--- config.mk ---
export PLATFORM = sky130hd
export DESIGN_NAME = rtc_regblk
export DESIGN_NICKNAME = d
export VERILOG_FILES = /design/src/rtl/rtcblk_pkg.sv /design/src/rtl/rtcblk_decode.sv /design/src/rtl/rtcblk_reg.sv /design/src/rtl/rtcblk_seconds.sv /design/src/rtl/rtc_regblk.sv
export SDC_FILE = /design/constraint.sdc
export NUM_CORES = 1
export LEC_CHECK = 0
export BUFFER_PORTS_ARGS = -buffer_cell sky130_fd_sc_hd__buf_2
export CORE_MARGIN = 2
export CORE_UTILIZATION = 40
export DETAILED_ROUTE_END_ITERATION = 10
export GPL_TIMING_DRIVEN = 0
export RECOVER_POWER = 25
export REMOVE_ABC_BUFFERS = 1
export SYNTH_ARGS = -nofsm -noshare
export SYNTH_HDL_FRONTEND = slang
export SYNTH_SLANG_ARGS = --single-unit
--- constraint.sdc ---
create_clock -name clk -period 7.1 [get_ports clk]
set_input_delay 0.71 -clock clk [delete_from_list [all_inputs] [get_ports clk]]
set_output_delay 0.71 -clock clk [all_outputs]
set_load 0.02 [all_outputs]
--- src/rtl/rtcblk_pkg.sv ---
package rtcblk_pkg;
  localparam int DATA_W = 32;

  // slot indices (address bits 7:4)
  localparam int IDX_CTRL = 0;
  localparam int IDX_STAT = 1;
  localparam int IDX_SEC  = 3;
  localparam int IDX_ALRM = 4;
  localparam int IDX_WDOG = 5;
  localparam int IDX_PER0 = 6;
  localparam int IDX_PER1 = 7;

  // writable slots, in decode order
  localparam int NUM_WR = 6;
  localparam int SLOT_CTRL = 0;
  localparam int SLOT_SEC  = 1;
  localparam int SLOT_ALRM = 2;
  localparam int SLOT_WDOG = 3;
  localparam int SLOT_PER0 = 4;
  localparam int SLOT_PER1 = 5;
  localparam int WR_IDX [NUM_WR] = '{IDX_CTRL, IDX_SEC, IDX_ALRM, IDX_WDOG, IDX_PER0, IDX_PER1};

  // alias selectors (address bits 3:0)
  localparam logic [3:0] SUB_LOAD = 4'h0;
  localparam logic [3:0] SUB_SET  = 4'h4;
  localparam logic [3:0] SUB_CLR  = 4'h8;

  // control bits
  localparam int CTL_ALM_IE   = 0;
  localparam int CTL_MS_IE    = 1;
  localparam int CTL_ALM_FLAG = 2;
  localparam int CTL_WDOG_EN  = 4;
  // persistent 0 bits
  localparam int P0_CLKSRC    = 0;
  localparam int P0_WAKE_EN   = 1;
  localparam int P0_ALM_ARM   = 2;
  localparam int P0_FAST_PWR  = 4;
  localparam int P0_SLOW_PWR  = 5;
  localparam int P0_F32000    = 6;
  localparam int P0_WAKE_FLAG = 7;
  // persistent 1 bits
  localparam int P1_FORCE_UPD = 31;
  // status bits
  localparam int ST_PRESENT   = 31;
  localparam int ST_X32000    = 28;
  localparam int ST_X32768    = 27;

  localparam logic [DATA_W-1:0] CTRL_MASK = DATA_W'((1 << CTL_ALM_IE) | (1 << CTL_MS_IE) |
                                                    (1 << CTL_ALM_FLAG) | (1 << CTL_WDOG_EN));
  localparam logic [DATA_W-1:0] PER0_MASK = DATA_W'((1 << P0_CLKSRC) | (1 << P0_WAKE_EN) |
                                                    (1 << P0_ALM_ARM) | (1 << P0_FAST_PWR) |
                                                    (1 << P0_SLOW_PWR) | (1 << P0_F32000) |
                                                    (1 << P0_WAKE_FLAG));
  localparam logic [DATA_W-1:0] PER1_MASK = {1'b1, {(DATA_W-1){1'b0}}};
  localparam logic [DATA_W-1:0] FULL_MASK = {DATA_W{1'b1}};

  typedef enum logic [1:0] {WK_NONE, WK_LOAD, WK_SET, WK_CLR} wr_kind_e;

  function automatic logic [DATA_W-1:0] apply_write(input logic [DATA_W-1:0] old_v,
                                                    input logic [DATA_W-1:0] data,
                                                    input wr_kind_e kind);
    logic [DATA_W-1:0] res;
    unique case (kind)
      WK_LOAD: res = data;
      WK_SET:  res = old_v | data;
      WK_CLR:  res = old_v & ~data;
      default: res = old_v;
    endcase
    return res;
  endfunction
endpackage

--- src/rtl/rtcblk_decode.sv ---
module rtcblk_decode
  import rtcblk_pkg::*;
#(
  parameter int ADDR_W = 8
) (
  input  logic                     wr,
  input  logic [ADDR_W-1:0]        addr,
  output logic [NUM_WR-1:0]        sel,
  output wr_kind_e                 kind
);
  localparam int IDX_W = ADDR_W - 4;

  logic [IDX_W-1:0] idx;
  logic             kind_ok;

  assign idx = addr[ADDR_W-1:4];

  always_comb begin
    unique case (addr[3:0])
      SUB_LOAD: kind = WK_LOAD;
      SUB_SET:  kind = WK_SET;
      SUB_CLR:  kind = WK_CLR;
      default:  kind = WK_NONE;
    endcase
  end

  assign kind_ok = (kind != WK_NONE);

  for (genvar g = 0; g < NUM_WR; g++) begin : g_sel
    assign sel[g] = wr && kind_ok && (idx == IDX_W'(WR_IDX[g]));
  end
endmodule

--- src/rtl/rtcblk_reg.sv ---
module rtcblk_reg
  import rtcblk_pkg::*;
#(
  parameter logic [DATA_W-1:0] MASK = {DATA_W{1'b1}}
) (
  input  logic              clk,
  input  logic              rst_n,
  input  logic              sel,
  input  wr_kind_e          kind,
  input  logic [DATA_W-1:0] wdata,
  input  logic [DATA_W-1:0] hw_set,
  output logic [DATA_W-1:0] q
);
  logic              en;
  logic [DATA_W-1:0] d;

  always_comb begin
    en = sel || (|hw_set);
    d  = q;
    if (sel) d = apply_write(q, wdata, kind);
    d = (d | hw_set) & MASK;
  end

  always_ff @(posedge clk or negedge rst_n) begin
    if (!rst_n) q <= '0;
    else if (en) q <= d;
  end
endmodule

--- src/rtl/rtcblk_seconds.sv ---
module rtcblk_seconds
  import rtcblk_pkg::*;
(
  input  logic              clk,
  input  logic              rst_n,
  input  logic              sel,
  input  wr_kind_e          kind,
  input  logic [DATA_W-1:0] wdata,
  input  logic              tick,
  input  logic [DATA_W-1:0] alarm,
  input  logic              arm,
  output logic [DATA_W-1:0] q,
  output logic              fire
);
  logic              en;
  logic [DATA_W-1:0] inc;
  logic [DATA_W-1:0] d;

  assign inc = q + DATA_W'(1);

  always_comb begin
    en = sel || tick;
    d  = q;
    if (sel)       d = apply_write(q, wdata, kind);
    else if (tick) d = inc;
  end

  // match is judged on the value the tick produces; a write that cycle suppresses it
  assign fire = tick && !sel && arm && (inc == alarm);

  always_ff @(posedge clk or negedge rst_n) begin
    if (!rst_n) q <= '0;
    else if (en) q <= d;
  end
endmodule

--- src/rtl/rtc_regblk.sv ---
module rtc_regblk
  import rtcblk_pkg::*;
#(
  parameter int ADDR_W = 8
) (
  input  logic              clk,
  input  logic              rst_n,
  input  logic              tick,
  input  logic              bus_wr,
  input  logic [ADDR_W-1:0] bus_addr,
  input  logic [DATA_W-1:0] bus_wdata,
  output logic [DATA_W-1:0] bus_rdata,
  input  logic              strap_xtal_32000,
  input  logic              strap_xtal_32768,
  output logic              irq_alarm
);
  localparam int IDX_W = ADDR_W - 4;

  logic [1:0]        rst_sync_q;
  logic              rst_core_n;
  logic [NUM_WR-1:0] sel;
  wr_kind_e          kind;
  logic              fire;
  logic [DATA_W-1:0] ctrl_q, sec_q, alrm_q, wdog_q, per0_q, per1_q;
  logic [DATA_W-1:0] stat_v;
  logic [DATA_W-1:0] ctrl_hw, per0_hw;

  // reset: asserted asynchronously, released after two clock edges
  always_ff @(posedge clk or negedge rst_n) begin
    if (!rst_n) rst_sync_q <= 2'b00;
    else        rst_sync_q <= {rst_sync_q[0], 1'b1};
  end
  assign rst_core_n = rst_sync_q[1];

  rtcblk_decode #(.ADDR_W(ADDR_W)) u_dec (
    .wr   (bus_wr),
    .addr (bus_addr),
    .sel  (sel),
    .kind (kind)
  );

  rtcblk_seconds u_sec (
    .clk   (clk),
    .rst_n (rst_core_n),
    .sel   (sel[SLOT_SEC]),
    .kind  (kind),
    .wdata (bus_wdata),
    .tick  (tick),
    .alarm (alrm_q),
    .arm   (per0_q[P0_ALM_ARM]),
    .q     (sec_q),
    .fire  (fire)
  );

  always_comb begin
    ctrl_hw = '0;
    per0_hw = '0;
    ctrl_hw[CTL_ALM_FLAG] = fire;
    per0_hw[P0_WAKE_FLAG] = fire && per0_q[P0_WAKE_EN];
  end

  rtcblk_reg #(.MASK(CTRL_MASK)) u_ctrl (
    .clk (clk), .rst_n (rst_core_n), .sel (sel[SLOT_CTRL]), .kind (kind),
    .wdata (bus_wdata), .hw_set (ctrl_hw), .q (ctrl_q)
  );

  rtcblk_reg #(.MASK(FULL_MASK)) u_alrm (
    .clk (clk), .rst_n (rst_core_n), .sel (sel[SLOT_ALRM]), .kind (kind),
    .wdata (bus_wdata), .hw_set ('0), .q (alrm_q)
  );

  rtcblk_reg #(.MASK(FULL_MASK)) u_wdog (
    .clk (clk), .rst_n (rst_core_n), .sel (sel[SLOT_WDOG]), .kind (kind),
    .wdata (bus_wdata), .hw_set ('0), .q (wdog_q)
  );

  rtcblk_reg #(.MASK(PER0_MASK)) u_per0 (
    .clk (clk), .rst_n (rst_core_n), .sel (sel[SLOT_PER0]), .kind (kind),
    .wdata (bus_wdata), .hw_set (per0_hw), .q (per0_q)
  );

  rtcblk_reg #(.MASK(PER1_MASK)) u_per1 (
    .clk (clk), .rst_n (rst_core_n), .sel (sel[SLOT_PER1]), .kind (kind),
    .wdata (bus_wdata), .hw_set ('0), .q (per1_q)
  );

  always_comb begin
    stat_v = '0;
    stat_v[ST_PRESENT] = 1'b1;
    stat_v[ST_X32000]  = strap_xtal_32000;
    stat_v[ST_X32768]  = strap_xtal_32768;
  end

  always_comb begin
    unique case (bus_addr[ADDR_W-1:4])
      IDX_W'(IDX_CTRL): bus_rdata = ctrl_q;
      IDX_W'(IDX_STAT): bus_rdata = stat_v;
      IDX_W'(IDX_SEC):  bus_rdata = sec_q;
      IDX_W'(IDX_ALRM): bus_rdata = alrm_q;
      IDX_W'(IDX_WDOG): bus_rdata = wdog_q;
      IDX_W'(IDX_PER0): bus_rdata = per0_q;
      IDX_W'(IDX_PER1): bus_rdata = per1_q;
      default:          bus_rdata = '0;
    endcase
  end

  assign irq_alarm = ctrl_q[CTL_ALM_FLAG] && ctrl_q[CTL_ALM_IE];
endmodule

==> results by group <==
Layout
  • Commonest non-fill, non-tap cells in the layout: 132 x o21ai_0, 110 x dfrtp_1, 77 x buf_2
  • Finished Layout Cells: between 1000 and 1500
  • Area growth syn-to-layout: 12.48%
  • Fin nets: 894
  • Multi-input gate area: 4045 um^2
  • Antenna cells: 0
  • Fillcell total: between 1500 and 2000
  • Share of cells above drive strength 1: between 10% and 20%
  • Commonest non-fill, non-tap cell in the layout: o21ai_0
  • Sequential Area: around 2800 um^2

Worst setup path
  • Reg2Reg Launch Point: u_sec.q[0]$_DFFE_PN0P_
  • CP Launch Type: flop
  • CP max FO: 9
  • CP endpoint kind: flop
  • RR Endpoint: u_per0.q[7]$_DFFE_PN0P_
  • Critical Path AT: between 4 and 5 ns
  • Critical Path, Cell by Cell: ha_1 > nand3_1 > nor4_1 > and3b_1 > xnor2_1 > nor2_1 > or4_1 > nor4b_2 > a21o_1
  • R2R setup slack: about 3 ns
  • Crit path required time: about 7.4 ns
  • CP max-delay cell: nor4_1
  • Slowest stage delay, CP: a little under 1 ns
  • Worst Setup Path Type: flop to flop
  • Worst r2r path cells: 9

Synthesis
  • Post-synth EDFFs: 0
  • Mapped Cells: 822
  • Fraction of registers with async set/reset: 100.0%
  • Syn Area/Cell: 8.687 um^2
  • Synth warn: 0
  • Post-synthesis sequential area ratio: roughly 39%
  • Synth Register Bits: between 100 and 150
  • Mapped cell area: between 7000 and 8000 um^2
  • Most used flip-flop cell after synthesis: dfrtp_1
  • Distinct cell type count after synthesis: 59

Run status
  • Failing checks: capacitance limit, slew limit
  • Status: complete, but fails checks

Clocking
  • Sink Count: 110
  • Root buf cell: clkbuf_16
  • Clock-pin transition on the worst setup and hold timing paths: roughly 0.080 ns
  • Max H-tree Level: 3
  • Postcts setup bufs: 0
  • CTS tree: built
  • Post-CTS Resized: 0
  • Hold_buf cts: 0
  • Worst-Skew Late Latency: approximately 0.36 ns
  • Inserted Clock Buffers: 9
  • Worst-case clock buffer depth: 2

STA
  • Worst Tran Pin Value: around 2.2 ns
  • Final Hold Vio Count: 0
  • Final setup vio count: 0
  • Max Slew Vio Count: 39
  • Clk_skew: about 0.010 ns
  • Fmax: about 240 MHz
  • Slew headroom: -49.65%
  • Final period utilization: 57.60%
  • Min cycle time layout: about 4.1 ns
  • Hold Worst Slack: 0.1092 ns
  • Unrepaired setup endpoints after global routing: no

Place
  • Total placed cells including tap cells: 1061
  • Number of port buffers: 78
  • Placer congestion estimate: around 0.86
  • Hpwl dp: roughly 15000 um

GRT
  • Largest net degree at the start of global routing: 96
  • Gr usage total: roughly a quarter
  • Vias in the first global route: approximately 6300
  • Global route overflow: 0
  • Initial antenna violation count: 1
  • First-pass GRT wire length: 35310 um

Drt
  • Router iterations before antenna repair: 5
  • Routed wire per std cell: roughly 21 um
  • Initial drt markers: between 600 and 700
  • Drt via density: about 6.3
  • Detailed Route WL: 22180 um
  • DRC errors left: 0
  • Post-route ant nets: 0
  • Vias: 6784

Power
  • PwrDens: roughly 240 nW/um^2
  • Worst VDD drop: roughly 140 uV
  • P_leak: between 3 and 4 nW

Job
  • Max cap viols: 2

Floorplan
  • Overall die height: 137.6 um
  • Core area: about 17000 um^2
  • Die width: approximately 140 um
  • Full die area: between 15000 and 20000 um^2
  • Row count: 48
  • Starting density of the core: 41.14%
  • Top Ports: between 70 and 80

Worst hold path
  • Hold/Removal Path Class: input port to asynchronous set/reset pin
==> synthesized netlist by cell type, types with 11 or more instances <==
| cell | count | share of area [%] |
|---|---|---|
| a21o_1 | 14 | 1.5 |
| a21oi_1 | 22 | 1.5 |
| a222oi_1 | 22 | 3.1 |
| a22o_1 | 64 | 7.9 |
| a22oi_1 | 35 | 3.7 |
| clkbuf_1 | 67 | 3.5 |
| dfrtp_1 | 110 | 39 |
| inv_1 | 31 | 1.6 |
| nand2_1 | 51 | 2.7 |
| nand3_1 | 30 | 2.1 |
| nand4_1 | 11 | 0.96 |
| nor2_1 | 40 | 2.1 |
| nor3_1 | 14 | 0.98 |
| nor4_1 | 12 | 1.1 |
| o21ai_0 | 132 | 9.3 |
| xnor2_1 | 38 | 4.7 |
| xor2_1 | 21 | 2.6 |
==> state kept, by name (all words and copies together), names as in the netlist <==
name and count:
rst_sync_q 2, u_per0.q 7, u_sec.q 32, u_alrm.q 32
u_per1.q 1, u_wdog.q 32, u_ctrl.q 4
==> worst max-delay path, delay by kind of cell (launching register included) <==
| family | cells | cell delay [ns] |
|---|---|---|
| compound gates | 1 | 0.20 |
| flops | 1 | 0.55 |
| xor+xnor | 1 | 0.15 |
| fa+ha+maj | 1 | 0.29 |
| simple gates | 6 | 2.83 |
==> logic make-up (layout without fill, tap and decap cells) <==
group | count (synthesis) | after routing | synth area share (%)
simple gates | 208 | 208 | 15.56
other cells | 1 | 1 | 0.05252
compound gates | 333 | 333 | 31.84
mux | 4 | 4 | 0.5607
xor+xnor | 60 | 60 | 7.552
fa+ha+maj | 1 | 1 | 0.1752
buf+inv | 105 | 135 | 5.712
flops | 110 | 110 | 38.55
==> metrics by stage <==
| step | power (mW) | util (%) | setup WS, ns | TNS, ns | area [um^2] |
|---|---|---|---|---|---|
| 2_1_floorplan | 1.168 | - | 1.328 | 0 | 6849 |
| 3_3_place_gp | 1.324 | 43.33 | -3.033 | -84.67 | 7521 |
| 3_5_place_dp | 1.337 | 44.54 | 2.708 | 0 | 7731 |
| 4_1_cts | 1.900 | 46.37 | 3.058 | 0 | 8048 |
| 5_1_grt | 1.995 | 46.27 | 2.700 | 0 | 8031 |
| 6_report | 1.896 | 46.27 | 3.011 | 0 | 8031 |
==> power by group <==
group	internal (mW)	total [mW]	switching (mW)
Sequential	0.720	0.884	0.164
Clock	0.319	0.563	0.244
Combinational	0.209	0.450	0.241
Total	1.25	1.90	0.649
==> how the worst max path moves through the flow <==
stage                           startpoint                 endpoint  slack, ns  cells after the start
finish              u_sec.q[0]$_DFFE_PN0P_  u_per0.q[7]$_DFFE_PN0P_       3.01                      9
CTS                 u_sec.q[0]$_DFFE_PN0P_  u_per0.q[7]$_DFFE_PN0P_       3.06                      9
detailed placement             bus_addr[4]  u_sec.q[31]$_DFFE_PN0P_       2.71                     10
floorplan                      bus_addr[7]  u_sec.q[31]$_DFFE_PN0P_       1.33                      8
global placement               bus_addr[4]  u_sec.q[31]$_DFFE_PN0P_      -3.03                      9
global route                   bus_addr[4]  u_sec.q[31]$_DFFE_PN0P_       2.70                     10
==> area by class of cell <==
| type | count | share of cell area [%] |
|---|---|---|
| tap | 225 | 3.505 |
| sequential | 110 | 34.27 |
| clock inverter | 4 | 0.8724 |
| timing repair buffer | 88 | 6.465 |
| multi-input combinational | 607 | 50.37 |
| inverter | 31 | 1.449 |
| clock buffer | 12 | 3.069 |
==> per-layer routing <==
metal / track usage [%] / vias to the layer above / routed length, um
li1: - / 3153 / -
met5: 0 / - / 13
met3: 4.525 / 19 / 1176
met4: 4.811 / 2 / 290
met1: 34.61 / 3382 / 10460
met2: 38.11 / 228 / 10240
(Power assumes the default switching activity.)
